<file path="src/rtl/svi_pkg.sv">
package svi_pkg;
  localparam int NIRQ = 64;

  typedef enum logic [2:0] {
    SEL_VEN    = 3'd0,
    SEL_VEN_HI = 3'd1,
    SEL_VP     = 3'd2,
    SEL_VP_HI  = 3'd3,
    SEL_SIE    = 3'd4,
    SEL_SIP    = 3'd5,
    SEL_TOPEI  = 3'd6,
    SEL_IREG   = 3'd7
  } sel_e;

  localparam logic [1:0] PRIV_S = 2'd1;
  localparam logic [1:0] PRIV_M = 2'd3;

  localparam int TMR_BIT = 5;
  localparam int EXT_BIT = 9;

  // supervisor-level interrupt numbers: 1, 5, 9 and 13..63
  localparam logic [NIRQ-1:0] S_SET     = 64'hFFFF_FFFF_FFFF_E222;
  localparam logic [NIRQ-1:0] VEN_WMASK = 64'hFFFF_FFFF_FFFF_E202;
  localparam logic [NIRQ-1:0] VP_WMASK  = 64'hFFFF_FFFF_FFFF_E222;
  localparam logic [NIRQ-1:0] SIP_WMASK = 64'hFFFF_FFFF_FFFF_E002;
endpackage

</file>
<file path="src/rtl/svi_view_masks.sv">
module svi_view_masks
  import svi_pkg::*;
(
  input  logic [NIRQ-1:0] deleg,
  input  logic [NIRQ-1:0] ven,
  input  logic            cut_tmr,
  output logic [NIRQ-1:0] vp_alias,
  output logic [NIRQ-1:0] own,
  output logic [NIRQ-1:0] sip_alias,
  output logic [NIRQ-1:0] sie_alias
);
  logic [NIRQ-1:0] tmr_cut_vec;

  always_comb begin
    tmr_cut_vec          = '0;
    tmr_cut_vec[TMR_BIT] = cut_tmr;
    // bits that come from the machine-pending vector
    vp_alias  = S_SET & (deleg | ~ven) & ~tmr_cut_vec;
    // bits held in the block: not delegated, virtually enabled
    own       = S_SET & ~deleg & ven;
    // supervisor pending view drops bits that neither delegate nor virtualize
    sip_alias = vp_alias & (deleg | ven);
    sie_alias = S_SET & deleg;
  end
endmodule

</file>
<file path="src/rtl/svi_bitreg.sv">
module svi_bitreg #(
  parameter int              W        = 64,
  parameter logic [W-1:0]    WRITABLE = '1
) (
  input  logic         clk,
  input  logic         rst,
  input  logic [W-1:0] upd_mask,
  input  logic [W-1:0] upd_data,
  output logic [W-1:0] q
);
  logic [W-1:0] eff_mask;

  assign eff_mask = upd_mask & WRITABLE;

  always_ff @(posedge clk) begin
    if (rst) q <= '0;
    else     q <= (q & ~eff_mask) | (upd_data & eff_mask);
  end
endmodule

</file>
<file path="src/rtl/svi_width_adapt.sv">
module svi_width_adapt #(
  parameter int XLEN = 64,
  parameter int NW   = 64
) (
  input  logic            is_hi,
  input  logic [XLEN-1:0] wdata,
  input  logic [XLEN-1:0] wmask,
  output logic [NW-1:0]   wd_w,
  output logic [NW-1:0]   wm_w,
  input  logic [NW-1:0]   rd_w,
  output logic [XLEN-1:0] rd_n
);
  localparam int PAD = NW - XLEN;

  generate
    if (XLEN < NW) begin : g_narrow
      assign wd_w = is_hi ? {wdata, {PAD{1'b0}}} : {{PAD{1'b0}}, wdata};
      assign wm_w = is_hi ? {wmask, {PAD{1'b0}}} : {{PAD{1'b0}}, wmask};
      assign rd_n = is_hi ? rd_w[NW-1:PAD] : rd_w[XLEN-1:0];
    end else begin : g_full
      assign wd_w = wdata;
      assign wm_w = is_hi ? '0 : wmask;
      assign rd_n = is_hi ? '0 : rd_w;
    end
  endgenerate
endmodule

</file>
<file path="src/rtl/svi_ext_gate.sv">
module svi_ext_gate #(
  parameter int              ISEL_W = 12,
  parameter logic [ISEL_W-1:0] LO   = 12'h070,
  parameter logic [ISEL_W-1:0] HI   = 12'h0FF
) (
  input  logic              is_topei,
  input  logic              is_ireg,
  input  logic [ISEL_W-1:0] ind_sel,
  input  logic              ven_ext,
  input  logic              priv_s,
  output logic              fwd
);
  logic in_rng;
  logic block;

  assign in_rng = (ind_sel >= LO) && (ind_sel <= HI);
  assign block  = ven_ext && priv_s && (is_topei || (is_ireg && in_rng));
  assign fwd    = (is_topei || is_ireg) && !block;
endmodule

</file>
<file path="src/rtl/svi_csr_unit.sv">
module svi_csr_unit
  import svi_pkg::*;
#(
  parameter int                XLEN        = 64,
  parameter int                ISEL_W      = 12,
  parameter logic [ISEL_W-1:0] EXT_ISEL_LO = 12'h070,
  parameter logic [ISEL_W-1:0] EXT_ISEL_HI = 12'h0FF
) (
  input  logic              clk,
  input  logic              rst,
  input  logic              acc_valid,
  input  logic [2:0]        acc_sel,
  input  logic [XLEN-1:0]   acc_wdata,
  input  logic [XLEN-1:0]   acc_wmask,
  input  logic [1:0]        priv,
  input  logic              tmr_cmp_en,
  input  logic [ISEL_W-1:0] ind_sel,
  input  logic [NIRQ-1:0]   deleg,
  input  logic [NIRQ-1:0]   m_en,
  input  logic [NIRQ-1:0]   m_pend,
  output logic              rd_valid,
  output logic [XLEN-1:0]   rd_data,
  output logic              ext_fwd,
  output logic [NIRQ-1:0]   mpend_wmask,
  output logic [NIRQ-1:0]   mpend_wdata,
  output logic [NIRQ-1:0]   men_wmask,
  output logic [NIRQ-1:0]   men_wdata
);
  localparam bit HAS_HI = (XLEN < NIRQ);

  sel_e            sel;
  logic            is_hi, ven_acc, vp_acc, sie_acc, sip_acc;
  logic [NIRQ-1:0] wd_w, wm_w, rd_w;
  logic [XLEN-1:0] rd_n;
  logic [NIRQ-1:0] ven_q, vp_q, sie_q;
  logic [NIRQ-1:0] vp_alias, own, sip_alias, sie_alias;
  logic [NIRQ-1:0] ven_upd, vp_upd, sie_upd, pend_stb, en_stb;
  logic            cut_tmr, fwd;

  // selector decode
  always_comb begin
    sel     = sel_e'(acc_sel);
    is_hi   = HAS_HI && (sel == SEL_VEN_HI || sel == SEL_VP_HI);
    ven_acc = acc_valid && (sel == SEL_VEN || (HAS_HI && sel == SEL_VEN_HI));
    vp_acc  = acc_valid && (sel == SEL_VP  || (HAS_HI && sel == SEL_VP_HI));
    sie_acc = acc_valid && (sel == SEL_SIE);
    sip_acc = acc_valid && (sel == SEL_SIP);
    cut_tmr = tmr_cmp_en && (priv == PRIV_M);
  end

  svi_width_adapt #(.XLEN(XLEN), .NW(NIRQ)) u_adapt (
    .is_hi (is_hi),
    .wdata (acc_wdata),
    .wmask (acc_wmask),
    .wd_w  (wd_w),
    .wm_w  (wm_w),
    .rd_w  (rd_w),
    .rd_n  (rd_n)
  );

  svi_view_masks u_masks (
    .deleg     (deleg),
    .ven       (ven_q),
    .cut_tmr   (cut_tmr),
    .vp_alias  (vp_alias),
    .own       (own),
    .sip_alias (sip_alias),
    .sie_alias (sie_alias)
  );

  // old value of the selected view
  always_comb begin
    unique case (sel)
      SEL_VEN, SEL_VEN_HI: rd_w = ven_q;
      SEL_VP,  SEL_VP_HI:  rd_w = (m_pend & vp_alias) | (vp_q & own);
      SEL_SIE:             rd_w = (m_en & sie_alias) | (sie_q & own);
      SEL_SIP:             rd_w = (m_pend & sip_alias) | (vp_q & own);
      default:             rd_w = '0;
    endcase
  end

  // update and forwarding masks
  always_comb begin
    ven_upd  = ven_acc ? wm_w : '0;
    vp_upd   = '0;
    pend_stb = '0;
    if (vp_acc) begin
      vp_upd   = wm_w & own;
      pend_stb = wm_w & vp_alias & VP_WMASK;
    end else if (sip_acc) begin
      vp_upd   = wm_w & own & SIP_WMASK;
      pend_stb = wm_w & sip_alias & SIP_WMASK;
    end
    sie_upd = sie_acc ? (wm_w & own) : '0;
    en_stb  = sie_acc ? (wm_w & sie_alias) : '0;
  end

  svi_bitreg #(.W(NIRQ), .WRITABLE(VEN_WMASK)) u_ven (
    .clk (clk), .rst (rst), .upd_mask (ven_upd), .upd_data (wd_w), .q (ven_q)
  );

  svi_bitreg #(.W(NIRQ), .WRITABLE(VP_WMASK)) u_vp (
    .clk (clk), .rst (rst), .upd_mask (vp_upd), .upd_data (wd_w), .q (vp_q)
  );

  svi_bitreg #(.W(NIRQ), .WRITABLE(S_SET)) u_sie (
    .clk (clk), .rst (rst), .upd_mask (sie_upd), .upd_data (wd_w), .q (sie_q)
  );

  svi_ext_gate #(.ISEL_W(ISEL_W), .LO(EXT_ISEL_LO), .HI(EXT_ISEL_HI)) u_gate (
    .is_topei (acc_valid && sel == SEL_TOPEI),
    .is_ireg  (acc_valid && sel == SEL_IREG),
    .ind_sel  (ind_sel),
    .ven_ext  (ven_q[EXT_BIT]),
    .priv_s   (priv == PRIV_S),
    .fwd      (fwd)
  );

  // registered outputs
  always_ff @(posedge clk) begin
    if (rst) begin
      rd_valid    <= 1'b0;
      rd_data     <= '0;
      ext_fwd     <= 1'b0;
      mpend_wmask <= '0;
      mpend_wdata <= '0;
      men_wmask   <= '0;
      men_wdata   <= '0;
    end else begin
      rd_valid    <= acc_valid;
      rd_data     <= acc_valid ? rd_n : '0;
      ext_fwd     <= fwd;
      mpend_wmask <= pend_stb;
      mpend_wdata <= wd_w & pend_stb;
      men_wmask   <= en_stb;
      men_wdata   <= wd_w & en_stb;
    end
  end
endmodule

</file>
<file path="config.mk">
export PLATFORM = sky130hd
export DESIGN_NAME = svi_csr_unit
export DESIGN_NICKNAME = d
export VERILOG_FILES = /design/src/rtl/svi_pkg.sv /design/src/rtl/svi_view_masks.sv /design/src/rtl/svi_bitreg.sv /design/src/rtl/svi_width_adapt.sv /design/src/rtl/svi_ext_gate.sv /design/src/rtl/svi_csr_unit.sv
export SDC_FILE = /design/constraint.sdc
export NUM_CORES = 1
export LEC_CHECK = 0
export BUFFER_PORTS_ARGS = -buffer_cell sky130_fd_sc_hd__buf_2
export CORE_AREA = 2 2 256 258
export CTS_CLUSTER_DIAMETER = 150
export DETAILED_ROUTE_END_ITERATION = 7
export DIE_AREA = 0 0 258 260
export SLEW_MARGIN = 20
export SYNTH_ARGS = -nofsm -noshare
export SYNTH_HDL_FRONTEND = slang
export SYNTH_HIERARCHICAL = 1
export SYNTH_SLANG_ARGS = --single-unit
</file>
<file path="constraint.sdc">
create_clock -name clk -period 1.81 [get_ports clk]
set_clock_uncertainty 0.15 [all_clocks]
set_input_delay 0.0905 -clock clk [delete_from_list [all_inputs] [get_ports clk]]
set_output_delay 0.0905 -clock clk [all_outputs]
set_load 0.01 [all_outputs]
</file>
==> flow_summary.toml, run 1 <==
[status]
status = "finished, violations left"
violations = "setup timing"

[detailed_routing]
routed-via-count = 20800
ant_nets = 0
drt-initial-drc-count = 1103
wl_mm = 82.7
via_per_inst = 4.89
dr.pass1.iters = 5
remaining_drc_errors = 0
wl_per_cell_um = 19.5

[global_routing]
grt.overflow.total = 0
grt_pass1_wl_mm = 122
antenna_found_initial = 3
grt_pass1_vias = 21100
grt_max_degree = 101
grtUsageTotal_pct = 23.3

[timing]
setup_viol = 1
whs_ns = 0.0226
finalHoldViolCount = 0
fmax_mhz = 545
worstMarginPinSlew_ns = 0.535
fin_crit_ns = 1.83
drv_slew = 0
fin_crit_sh_pct = 101
layout_setup_ws_ns = -0.0234
slew_headroom_pct = 64.3

[cells_and_area]
post_layout_nonfiller_instances = 4250
synthToLayoutAreaGrowth_pct = 43.5
n_antenna_cell = 0
nets = 3693
final_cell_mix = "626 x buf_2, 458 x dfxtp_1, 428 x dlygate4sd3_1"
finish.instance_area_um2 = 31700
layout_commonest_cell = "buf_2"
drive_gt1_share_pct = 27.1

[hold_path]
min_path_type = "in2reg"

[setup_path]
cp-startpoint = "acc_wdata[38]"
critPathLaunchType = "primary input"
path_class = "in2reg"
cp_max_fo = 4
reg2regPathDepth = 5
r2r_slack_ns = 0.04
required_ns = 2.19
r2r_end = "mpend_wdata[38]"
cp_data_arrival_time_ns = 2.22
crit_end = "mpend_wdata[38]"
worstSetupEndpointType = "register"

[power]
p_leak_uw = 0.0137
p_per_area_nw_per_um2 = 754
ir_drop_mv = 0.676

[cts]
clockRootBuffer = "clkbuf_16"
cts_buffer_depth = 3
cts.sink_count = 463
clk_pin_slew_ns = 0.06
numCtsBuffers = 52
cts_max_level = 2
clkLatencyLatePin_ns = 0.60
cts_tree = "yes"

[floorplan]
pin_count = 663
dieArea_um2 = 67100
die_h_um = 260
core_area_um2 = 64100
die_w_um = 258
placementRows = 93
initial_core_util_pct = 34.4

[synthesis]
syn_inst = 2455
syn_avg_cell_area_um2 = 8.99
syn-cell-area_um2 = 22100
yosysWarnings = 6

[job]
maxCapViolCount = 0

[placed_design]
place_area_um2 = 25200
io_buffers = 628
dpl.hpwl_mm = 52.0
dp_cells = 3715
gp_congestion = 0.848
## routing by layer
| metal | vias up | GRT usage (%) | wire length [um] |
|---|---|---|---|
| met1 | 9922 | 28.4 | 34200 |
| met2 | 823 | 40.8 | 40100 |
| met5 | - | 0 | 41 |
| met4 | 6 | 8.43 | 2800 |
| li1 | 9834 | - | - |
| met3 | 177 | 4.50 | 5490 |
## worst max-delay path, cell delays in order
cell	delay, ns
dlygate4sd3_1	0.55
buf_2	0.17
nand2_1	0.06
dlygate4sd3_1	0.61
nor3_2	0.15
dlygate4sd3_1	0.59
## what timing repair did
item	in CTS	in global routing
hold buffers	435	2
hold endpoints to repair	433	2
setup buffers	0	5
setup endpoints to repair	0	60
resized for setup	0	75
## final cells by class
type	instances	area, um2
clock buffer	78	1580
sequential	463	9280
timing repair buffer	1153	8590
clock inverter	19	165
multi-input combinational	1565	10600
inverter	117	439
tap	855	1070
fill	5890	32400
## through the flow
stage	setup slack, ns	power [uW]	TNS (ns)	utilization [%]
6_report	-0.0234	23900	-0.0234	49.4
5_1_grt	-0.0332	24700	-0.0721	49.4
4_1_cts	0.0000577	24000	0	48.9
3_5_place_dp	0.00901	12600	0	39.3
3_3_place_gp	0.0222	12600	0	39.3
2_1_floorplan	0.190	12000	0	-
## how the worst min path moves through the flow
stage | startpoint | end | slack (ns) | depth (start not counted)
2_1_floorplan | rst | mpend_wmask[5] | 0.03 | 1
3_3_place_gp | acc_wdata[48] | mpend_wdata[48] | 0.22 | 3
3_5_place_dp | acc_wdata[26] | mpend_wdata[26] | 0.23 | 3
4_1_cts | acc_valid | men_wdata[45] | 0.0007 | 4
5_1_grt | rst | mpend_wdata[51] | 0.02 | 5
6_report | rst | mpend_wdata[51] | 0.02 | 5
## where the power goes
group,switching (uW),internal [uW],total (uW)
sequential,20.0,10200,10300
clock,4440,6310,10800
combinational,1490,1380,2870
total,5950,17900,23900
(Power assumes the default switching activity.)
==> inputs of run 2 (changes only) <==
--- a/config.mk
+++ b/config.mk
@@ -5,11 +5,12 @@
 export SDC_FILE = /design/constraint.sdc
 export NUM_CORES = 1
 export LEC_CHECK = 0
+export ABC_AREA = 1
 export BUFFER_PORTS_ARGS = -buffer_cell sky130_fd_sc_hd__buf_2
-export CORE_AREA = 2 2 256 258
+export CORE_AREA = 2 2 260 262
 export CTS_CLUSTER_DIAMETER = 150
 export DETAILED_ROUTE_END_ITERATION = 7
-export DIE_AREA = 0 0 258 260
+export DIE_AREA = 0 0 262 264
 export SLEW_MARGIN = 20
 export SYNTH_ARGS = -nofsm -noshare
 export SYNTH_HDL_FRONTEND = slang
==> run 2 against run 1 <==
  * The run ends with hold timing, setup timing left
  * Die area is 3.1% higher
  * Non-clock buffer count down 66
  * Synthesized area up 12%
  * Worst setup slack lost 0.0017 ns
  * Sequential power barely moved
  * Via count grew 27%
  * Sequential share of layout area decreased by 1.7 points
  * Count of clock-buffer cells in the layout down 5
  * First-iteration DRC count is 72% higher
  * Cell count increased by 35%
  * Power is 5.5% higher
  * Register-to-register slack about the same
  * Largest cell class unchanged
  * Highest routed layer unchanged
==> flow_summary.toml, run 2 <==
[status]
status = "finished, violations left"
violations = "hold timing, setup timing"

[setup_path]
cp_max_fo = 5
critPathLaunchType = "primary input"
cp_data_arrival_time_ns = 2.23
worstPathCellList = "dlygate4sd3_1 -> buf_2 -> inv_1 -> nor2_1 -> nand2_1 -> nor4_1 -> dlygate4sd3_1"
critPathMaxStageDelay_ns = 0.59
slowest_stage = "dlygate4sd3_1"
path_class = "in2reg"
r2r_end = "mpend_wdata[51]"
r2r_slack_ns = 0.05
worstSetupEndpointType = "register"
cpMostUsedCell = "dlygate4sd3_1"
path_buf_inv = 4
reg2regPathDepth = 8
required_ns = 2.20
crit_family = "buffers and inverters"

[hold_path]
hold_path_end = "men_wmask[5]"
min-delay-start = "rst"
holdPathStages = 3
min_path_type = "in2reg"

[timing]
fin_crit_sh_pct = 101
worstMarginPinSlew_ns = 0.901
drv_slew = 0
whs_ns = -0.00431
setup_viol = 1
fin_crit_ns = 1.84
slew_headroom_pct = 39.9
finalHoldViolCount = 1
fmax_mhz = 545
layout_setup_ws_ns = -0.0251

[cells_and_area]
ff_latch_area_um2 = 9280
synthToLayoutAreaGrowth_pct = 36.3
drive_gt1_share_pct = 18.2
multi_input_area_um2 = 10300
final_cell_mix = "986 x nand2_1, 815 x inv_1, 722 x nor2_1"
n_fill_cell = 6608
layout_commonest_cell = "nand2_1"
post_layout_nonfiller_instances = 5739
nets = 5162

[cts]
cts_max_level = 2
clockRootBuffer = "clkbuf_16"
cts_buffer_depth = 3
numCtsBuffers = 53
cts.sink_count = 463
clkLatencyLatePin_ns = 0.60
cts_tree = "yes"
clk_pin_slew_ns = 0.06

[detailed_routing]
dr.pass1.iters = 6
remaining_drc_errors = 0
routed-via-count = 26400
wl_per_cell_um = 16.2
via_per_inst = 4.60
drt-initial-drc-count = 1895
wl_mm = 93.2
ant_nets = 0

[job]
maxCapViolCount = 0

[global_routing]
grt_pass1_vias = 25400
antenna_found_initial = 3
grt.overflow.total = 0
grt_max_degree = 101
grtUsageTotal_pct = 26.0
grt_pass1_wl_mm = 140

[placed_design]
io_buffers = 628
gp_congestion = 0.870
dp_cells = 5240
dpl.hpwl_mm = 60.1

[floorplan]
die_w_um = 262
initial_core_util_pct = 37.1
core_area_um2 = 66600
dieArea_um2 = 69200
die_h_um = 264
pin_count = 663
placementRows = 95

[synthesis]
syn_avg_cell_area_um2 = 6.17
yosysWarnings = 6
syn-cell-area_um2 = 24700
syn_inst = 4000

[power]
p_leak_uw = 0.0177
p_per_area_nw_per_um2 = 749
power_uw = 25200
ir_drop_mv = 0.771
-- run 2: what timing repair did --
item                                   CTS  global route
endpoints found under the hold margin  441             4
setup endpoints to repair                0            40
hold buffers                           398             2
gates resized for setup                  0            65
setup buffers                            0             1
-- run 2: worst reg2reg max path, cell delays in order (launching register included) --
cell           delay (ns)
dfxtp_1              0.36
inv_1                0.06
nor2_2               0.14
inv_1                0.07
nand4_1              0.09
nand2_1              0.06
nand2_1              0.10
nor2_1               0.06
dlygate4sd3_1        0.56
-- run 2: metal layers --
metal / vias to the layer above / track usage [%] / part of all wire (%)
li1: 13200 / - / -
met4: 2 / 10.9 / 3.9
met5: - / 0 / 0.014
met1: 12000 / 30.3 / 40
met3: 244 / 4.39 / 6.8
met2: 964 / 46.8 / 50
-- run 2: final cells by class --
type                            instances  share of cell area, %
Multi-Input combinational cell       2390                   30.6
Sequential cell                       463                   27.6
Timing Repair Buffer                 1087                   23.7
Inverter                              826                   9.25
Clock buffer                           73                   4.59
Tap cell                              873                   3.25
Clock inverter                         25                   1.00
Antenna cell                            2                 0.0149
-- run 2: stage by stage --
step	setup WS, ns	cell area [um2]	utilization, %	setup TNS [ns]
after detailed placement	0.0396	27600	41.4	0
final	-0.0251	33700	50.6	-0.0251
after floorplan	0.399	25000	-	0
after global routing	-0.00915	33600	50.6	-0.0181
after global placement	0.0667	27600	41.4	0
after CTS	0.0150	33400	50.2	0
-- run 2: how the worst max path moves through the flow --
stage	from	to	slack, ns	cells past startpoint
after floorplan	acc_sel[2]	rd_data[13]	0.40	12
after global placement	acc_sel[2]	men_wmask[55]	0.07	6
after detailed placement	acc_sel[2]	men_wmask[55]	0.04	6
after CTS	register	mpend_wdata[41]	0.02	8
after global routing	register	mpend_wdata[51]	-0.009	8
final	acc_wmask[42]	men_wdata[42]	-0.03	7
-- run 2: report_power, final --
group	internal (uW)	switching, uW	total, uW
Combinational	1290	1960	3250
Clock	7080	4580	11700
Sequential	10300	26.9	10300
Total	18600	6570	25200
